--- config.mk ---
export PLATFORM = sky130hd
export DESIGN_NAME = t0_timer_unit
export DESIGN_NICKNAME = d
export VERILOG_FILES = /design/src/rtl/t0_pkg.sv /design/src/rtl/t0_pin_edge.sv /design/src/rtl/t0_prescaler.sv /design/src/rtl/t0_count.sv /design/src/rtl/t0_timer_unit.sv
export SDC_FILE = /design/constraint.sdc
export NUM_CORES = 1
export LEC_CHECK = 0
export CORE_ASPECT_RATIO = 1.1
export CORE_UTILIZATION = 53
export DETAILED_ROUTE_END_ITERATION = 16
export GPL_TIMING_DRIVEN = 0
export PLACE_DENSITY = 0.85
export SLEW_MARGIN = 10
export SYNTH_ARGS = -nofsm -noshare
export SYNTH_HDL_FRONTEND = slang
export SYNTH_SLANG_ARGS = --single-unit
--- constraint.sdc ---
create_clock -name clk -period 3.7 [get_ports clk]
set_input_delay 0.37 -clock clk [delete_from_list [all_inputs] [get_ports clk]]
set_output_delay 0.37 -clock clk [all_outputs]
set_load 0.01 [all_outputs]
--- src/rtl/t0_pkg.sv ---
// Package: shared control-field layout and reset value for the timer unit.
// Assumes the rate code is three bits wide; field order sets the write layout.
package t0_pkg;

    localparam int RATE_W = 3;

    // Control field: source select, edge select, divider owner, rate code.
    typedef struct packed {
        logic              src_ext;
        logic              edge_fall;
        logic              psc_wdt;
        logic [RATE_W-1:0] rate;
    } t0_cfg_t;

    localparam int CFG_W = RATE_W + 3;

    localparam t0_cfg_t CFG_RESET = '{
        src_ext:   1'b1,
        edge_fall: 1'b1,
        psc_wdt:   1'b1,
        rate:      {RATE_W{1'b1}}
    };

endpackage

--- src/rtl/t0_pin_edge.sv ---
// Module: synchronizes the external counter pin and flags the selected edge.
// Assumes SYNC_STAGES >= 2. The edge pulse is one clock wide and comes from
// the last synchronizer stage compared with a history flop.
module t0_pin_edge #(
    parameter int SYNC_STAGES = 2
) (
    input  logic clk,
    input  logic rst_n,
    input  logic pin,
    input  logic fall_sel,
    output logic edge_evt
);

    logic [SYNC_STAGES-1:0] sync_q;
    logic                   last_q;
    logic                   rise_w;
    logic                   fall_w;

    // Shift the raw pin through the synchronizer chain and keep one history bit.
    always_ff @(posedge clk) begin
        if (!rst_n) begin
            sync_q <= '0;
            last_q <= 1'b0;
        end else begin
            sync_q <= {sync_q[SYNC_STAGES-2:0], pin};
            last_q <= sync_q[SYNC_STAGES-1];
        end
    end

    // Decode both edges and pick the one the control field asks for.
    always_comb begin
        rise_w   = sync_q[SYNC_STAGES-1] & ~last_q;
        fall_w   = ~sync_q[SYNC_STAGES-1] & last_q;
        edge_evt = fall_sel ? fall_w : rise_w;
    end

endmodule

--- src/rtl/t0_prescaler.sv ---
// Module: the single divider shared by the timer and the watchdog path.
// The terminal count depends on the owner: 2<<rate - 1 for the timer and
// 1<<rate - 1 for the watchdog. A clear returns the count to zero.
// Assumes CNT_W >= 2**RATE_W, so that the largest ratio fits.
module t0_prescaler #(
    parameter int RATE_W = 3,
    parameter int CNT_W  = 1 << RATE_W
) (
    input  logic              clk,
    input  logic              rst_n,
    input  logic              clr,
    input  logic              evt_in,
    input  logic              to_wdt,
    input  logic [RATE_W-1:0] rate,
    output logic              hit
);

    logic [CNT_W-1:0] cnt_q;
    logic [CNT_W-1:0] limit;

    // Terminal count for the current owner and rate.
    always_comb begin
        if (to_wdt) begin
            limit = CNT_W'((1 << rate) - 1);
        end else begin
            limit = CNT_W'((2 << rate) - 1);
        end
        hit = evt_in && (cnt_q == limit);
    end

    // Advance on each input event, wrap at terminal count, clear on request.
    always_ff @(posedge clk) begin
        if (!rst_n) begin
            cnt_q <= '0;
        end else if (clr) begin
            cnt_q <= '0;
        end else if (evt_in) begin
            cnt_q <= hit ? '0 : cnt_q + 1'b1;
        end
    end

endmodule

--- src/rtl/t0_count.sv ---
// Module: timer register, sticky overflow flag and post-write hold-off.
// A write loads the value and starts a hold-off of HOLD_CYC instruction
// cycles. While the hold-off runs, hold_busy is high and the top gates off
// source events. The overflow flag sets on the wrap; on a tie, set beats clear.
module t0_count #(
    parameter int TMR_W    = 8,
    parameter int HOLD_CYC = 2
) (
    input  logic             clk,
    input  logic             rst_n,
    input  logic             wr_en,
    input  logic [TMR_W-1:0] wr_data,
    input  logic             cyc_en,
    input  logic             inc,
    input  logic             ovf_clr,
    output logic [TMR_W-1:0] value,
    output logic             ovf,
    output logic             hold_busy
);

    localparam int HOLD_W = $clog2(HOLD_CYC + 1);

    logic [HOLD_W-1:0] hold_q;
    logic              wrap_w;

    assign hold_busy = (hold_q != '0);
    assign wrap_w    = inc && !wr_en && (value == {TMR_W{1'b1}});

    // Timer register: a write has priority over an increment.
    always_ff @(posedge clk) begin
        if (!rst_n) begin
            value <= '0;
        end else if (wr_en) begin
            value <= wr_data;
        end else if (inc) begin
            value <= value + 1'b1;
        end
    end

    // Sticky overflow flag; a wrap in the same clock overrides a clear.
    always_ff @(posedge clk) begin
        if (!rst_n) begin
            ovf <= 1'b0;
        end else if (wrap_w) begin
            ovf <= 1'b1;
        end else if (ovf_clr) begin
            ovf <= 1'b0;
        end
    end

    // Hold-off counter: loaded by a write, drained by instruction cycles.
    always_ff @(posedge clk) begin
        if (!rst_n) begin
            hold_q <= '0;
        end else if (wr_en) begin
            hold_q <= HOLD_W'(HOLD_CYC);
        end else if (hold_busy && cyc_en) begin
            hold_q <= hold_q - 1'b1;
        end
    end

endmodule

--- src/rtl/t0_timer_unit.sv ---
// Module: top of the timer unit. Holds the control field and routes the
// shared divider to the timer or the watchdog path.
// Assumes cyc_en and wdt_tick are one-clock strobes synchronous to clk.
// ext_pin may be asynchronous.
module t0_timer_unit
    import t0_pkg::*;
#(
    parameter int TMR_W       = 8,
    parameter int HOLD_CYC    = 2,
    parameter int SYNC_STAGES = 2
) (
    input  logic             clk,
    input  logic             rst_n,
    input  logic             cyc_en,
    input  logic             ext_pin,
    input  logic             tmr_wr_en,
    input  logic [TMR_W-1:0] tmr_wr_data,
    input  logic             opt_wr_en,
    input  logic [7:0]       opt_wr_data,
    input  logic             ovf_clr,
    input  logic             wdt_tick,
    output logic [TMR_W-1:0] tmr_value,
    output logic             tmr_ovf,
    output logic             wdt_expire
);

    localparam int CNT_W = 1 << RATE_W;

    t0_cfg_t cfg_q;
    logic    psc_to_wdt;
    logic    pin_evt;
    logic    src_evt;
    logic    div_in;
    logic    div_hit;
    logic    tmr_inc;
    logic    hold_busy;

    assign psc_to_wdt = cfg_q.psc_wdt;

    // Control field register; the upper write bits are dropped.
    always_ff @(posedge clk) begin
        if (!rst_n) begin
            cfg_q <= CFG_RESET;
        end else if (opt_wr_en) begin
            cfg_q <= t0_cfg_t'(opt_wr_data[CFG_W-1:0]);
        end
    end

    t0_pin_edge #(
        .SYNC_STAGES(SYNC_STAGES)
    ) u_pin (
        .clk      (clk),
        .rst_n    (rst_n),
        .pin      (ext_pin),
        .fall_sel (cfg_q.edge_fall),
        .edge_evt (pin_evt)
    );

    // Pick the count source, gate it during hold-off, and route the divider.
    always_comb begin
        src_evt = (cfg_q.src_ext ? pin_evt : cyc_en) && !hold_busy;
        div_in  = psc_to_wdt ? wdt_tick : src_evt;
        tmr_inc = psc_to_wdt ? src_evt : div_hit;
    end

    t0_prescaler #(
        .RATE_W(RATE_W),
        .CNT_W (CNT_W)
    ) u_psc (
        .clk    (clk),
        .rst_n  (rst_n),
        .clr    (tmr_wr_en || opt_wr_en),
        .evt_in (div_in),
        .to_wdt (psc_to_wdt),
        .rate   (cfg_q.rate),
        .hit    (div_hit)
    );

    t0_count #(
        .TMR_W   (TMR_W),
        .HOLD_CYC(HOLD_CYC)
    ) u_cnt (
        .clk       (clk),
        .rst_n     (rst_n),
        .wr_en     (tmr_wr_en),
        .wr_data   (tmr_wr_data),
        .cyc_en    (cyc_en),
        .inc       (tmr_inc),
        .ovf_clr   (ovf_clr),
        .value     (tmr_value),
        .ovf       (tmr_ovf),
        .hold_busy (hold_busy)
    );

    // Watchdog expiry: divided when the divider is owned, else the raw tick.
    always_ff @(posedge clk) begin
        if (!rst_n) begin
            wdt_expire <= 1'b0;
        end else begin
            wdt_expire <= psc_to_wdt ? div_hit : wdt_tick;
        end
    end

endmodule

==> results.sh <==
export IMPL_core_um2=3680
export IMPL_grt_antenna_before_repair=0
export IMPL_cts_tree="yes"
export IMPL_min_period_ns=3.24
export IMPL_maxSlewHeadroom_pct=63.6
export IMPL_setup_viol=0
export IMPL_viasPerCell=5.86
export IMPL_ctsHoldBuffers=0
export IMPL_rsz0062_at_grt="false"
export IMPL_cpMostUsedCell="ha_1"
export IMPL_tightest_slew_ns=0.539
export IMPL_status="completed"
export IMPL_syn_nets=282
export IMPL_die_x_um=61.5
export IMPL_maxCapViolCount=0
export IMPL_synth_most_common_cell="nand2_1"
export IMPL_drt_total_wl_um=4980
export IMPL_dp_hpwl_um=3590
export IMPL_antenna_left=0
export IMPL_cp_required_ns=3.86
export IMPL_num_vias=1994
export IMPL_path_class="reg2reg"
export IMPL_drv_slew=0
export IMPL_hp_class="reg2reg"
export IMPL_diodes=0
export IMPL_endpoint_kind="flop"
export IMPL_port_buffers=31
export IMPL_syn_avg_cell_area_um2=8.20
export IMPL_synth_edf_count=0
export IMPL_drt_iter0_drc=106
export IMPL_p_per_area_nw_per_um2=306
export IMPL_clock_latency_ns=0.28
export IMPL_crit_path_max_fanout=10
export IMPL_synth_largest_area_cell="dfxtp_1"
export IMPL_cts_resized=0
export IMPL_final_layout_size_suffix_gt1_share_pct=7.93
export IMPL_critPathMaxStageDelay_ns=0.52
export IMPL_fp_dieH_um=67.5
export IMPL_io_pins=34
export IMPL_startpoint_type="flop"
export IMPL_synthArstFlopShare_pct=0
export IMPL_yosysTopAreaCellShare_pct=28.1
export IMPL_synth_flop_cell="dfxtp_1"
export IMPL_avgRoutedWirePerCell_um=14.6
export IMPL_nets=320
export IMPL_synthTopCellsByCount="41 x nand2_1, 29 x dfxtp_1, 10 x nor2_1, 10 x o211ai_1"
export IMPL_initial_core_util_pct=56.1
export IMPL_yosys_warnings=0
export IMPL_slowest_stage="dfxtp_1"
export IMPL_grt_max_degree=11
export IMPL_crit_chain="ha_1, buf_4, and2b_1, nand2_1, ha_1, xnor2_1, a31o_2, a2111oi_4, o2111ai_4, o21ai_4, a21oi_1, o311a_1"
export IMPL_h_tree_depth=2
export IMPL_area_delta_synth_final_pct=22.2
export IMPL_cts_max_path_buffers=2
export IMPL_finalHoldViolCount=0
export IMPL_arrival_ns=3.40
export IMPL_fmax_mhz=309
export IMPL_gp_congestion=0.879
export IMPL_cts_sinks=29
export IMPL_root_buffer="clkbuf_8"
export IMPL_final_setup_skew_ns=0.00796
export IMPL_dieArea_um2=4150
export IMPL_syn_cell_area_um2=2070
export IMPL_grt_use_total_pct=26.5
export IMPL_ir_drop_uv=289
export IMPL_numCtsBuffers=5
export IMPL_clkTransAtPathRegs_ns=0.06
export IMPL_post_cts_setup_buffer_count=0
export IMPL_period_share_pct=87.5
export IMPL_drc=0
export IMPL_synth_cells=252
export IMPL_ys_seq_area_share_pct=28.1
export IMPL_synth_seq_cells=29
export IMPL_num_rows=23
export IMPL_yosysUniqueCellTypes=57
export IMPL_power_w=0.000772
export IMPL_dr_pass1_iters=4
export IMPL_grt_pass1_wl_um=8130
export IMPL_synth_area_top_cells="dfxtp_1 28%, nand2_1 7.5%, ha_1 3.6%"
export IMPL_grt_pass1_vias=1805
export IMPL_finalSetupTns_ns=0
export IMPL_p_leak_nw=0.951
export IMPL_grt_overflow=0
cell usage in the layout, fill, tap and decap left out, types with 4 or more instances in the layout:
cell and count:
a21oi_1 9, nand3b_1 4, dfxtp_1 29, nor3b_1 5
or3_1 4, nand2_1 41, nand3_1 9, and2_1 6
ha_1 6, mux2i_1 4, o21ai_0 9, inv_1 8
o21a_1 4, and3_1 8, nand2b_1 7, clkbuf_8 6
nor3_1 8, xnor2_1 5, o211ai_1 10, clkbuf_1 7
clkdlybuf4s50_1 31, a21o_1 4, nor2_1 10
final timing paths:
path | startpoint | endpoint | slack, ns | depth (start not counted)
hold / removal | u_pin.sync_q[0] | u_pin.sync_q[1] | 0.44 | 1
setup / recovery | psc_to_wdt | u_cnt.value[7] | 0.46 | 12
hold reg to reg | u_pin.sync_q[0] | u_pin.sync_q[1] | 0.44 | 1
setup reg to reg | psc_to_wdt | u_cnt.value[7] | 0.46 | 12
final cells by class:
| cell class | instances | area (um^2) |
|---|---|---|
| Buffer | 13 | 81.3 |
| Clock buffer | 7 | 86.3 |
| Fill cell | 363 | 1160 |
| Inverter | 8 | 30.0 |
| Multi-Input combinational cell | 202 | 1370 |
| Sequential cell | 29 | 581 |
| Tap cell | 50 | 62.6 |
| Timing Repair Buffer | 31 | 310 |
through the flow:
| step | worst slack (ns) | hold slack [ns] | utilization (%) | instance area, um^2 | instances |
|---|---|---|---|---|---|
| after global placement | 0.586 | 0.420 | 66.2 | 2440 | 333 |
| after global routing | 0.299 | 0.477 | 68.5 | 2520 | 340 |
| after floorplan | 0.903 | 0.412 | - | 2070 | 252 |
| after CTS | 0.471 | 0.445 | 68.5 | 2520 | 340 |
| final | 0.464 | 0.445 | 68.5 | 2520 | 340 |
| after detailed placement | 0.523 | 0.428 | 66.2 | 2440 | 333 |
sequential cells by signal, indices dropped and copies added (netlist names):
signal        count
cfg_q             5
psc_to_wdt        1
u_cnt.hold_q      2
u_cnt.ovf         1
u_cnt.value       8
u_pin.last_q      1
u_pin.sync_q      2
u_psc.cnt_q       8
wdt_expire        1
kinds of logic after synthesis:
family / synth area share (%)
buf+inv: 5.39
fa+ha+maj: 3.63
mux: 3.03
simple gates: 32.3
flops: 28.1
xor+xnor: 2.54
compound gates: 25.0
worst max-delay path, delay by kind of cell (launching register included):
family / cells / cell delay, ns
AOI/OAI and AO/OA: 6 / 1.42
xor gates and xnor gates: 1 / 0.13
adders and majority gates: 2 / 0.58
buffers and inverters: 1 / 0.18
DFF: 1 / 0.52
and+or+nand+nor: 2 / 0.28
power by group:
part | switching [W] | internal, W | total [W] | leakage, nW
registers | 0.0000162 | 0.000326 | 0.000342 | 0.238
logic | 0.0000824 | 0.0000813 | 0.000164 | 0.669
clock network | 0.000119 | 0.000147 | 0.000266 | 0.0443
total | 0.000217 | 0.000554 | 0.000772 | 0.951
routing by layer:
| metal | vias up | global-route usage (%) | routed length (um) |
|---|---|---|---|
| li1 | 999 | - | - |
| met1 | 932 | 32.4 | 2180 |
| met2 | 55 | 45.7 | 2500 |
| met3 | 8 | 5.75 | 219 |
| met4 | 0 | 8.33 | 76 |
| met5 | - | 0 | 0 |
Power figures use the tool's default switching activity.
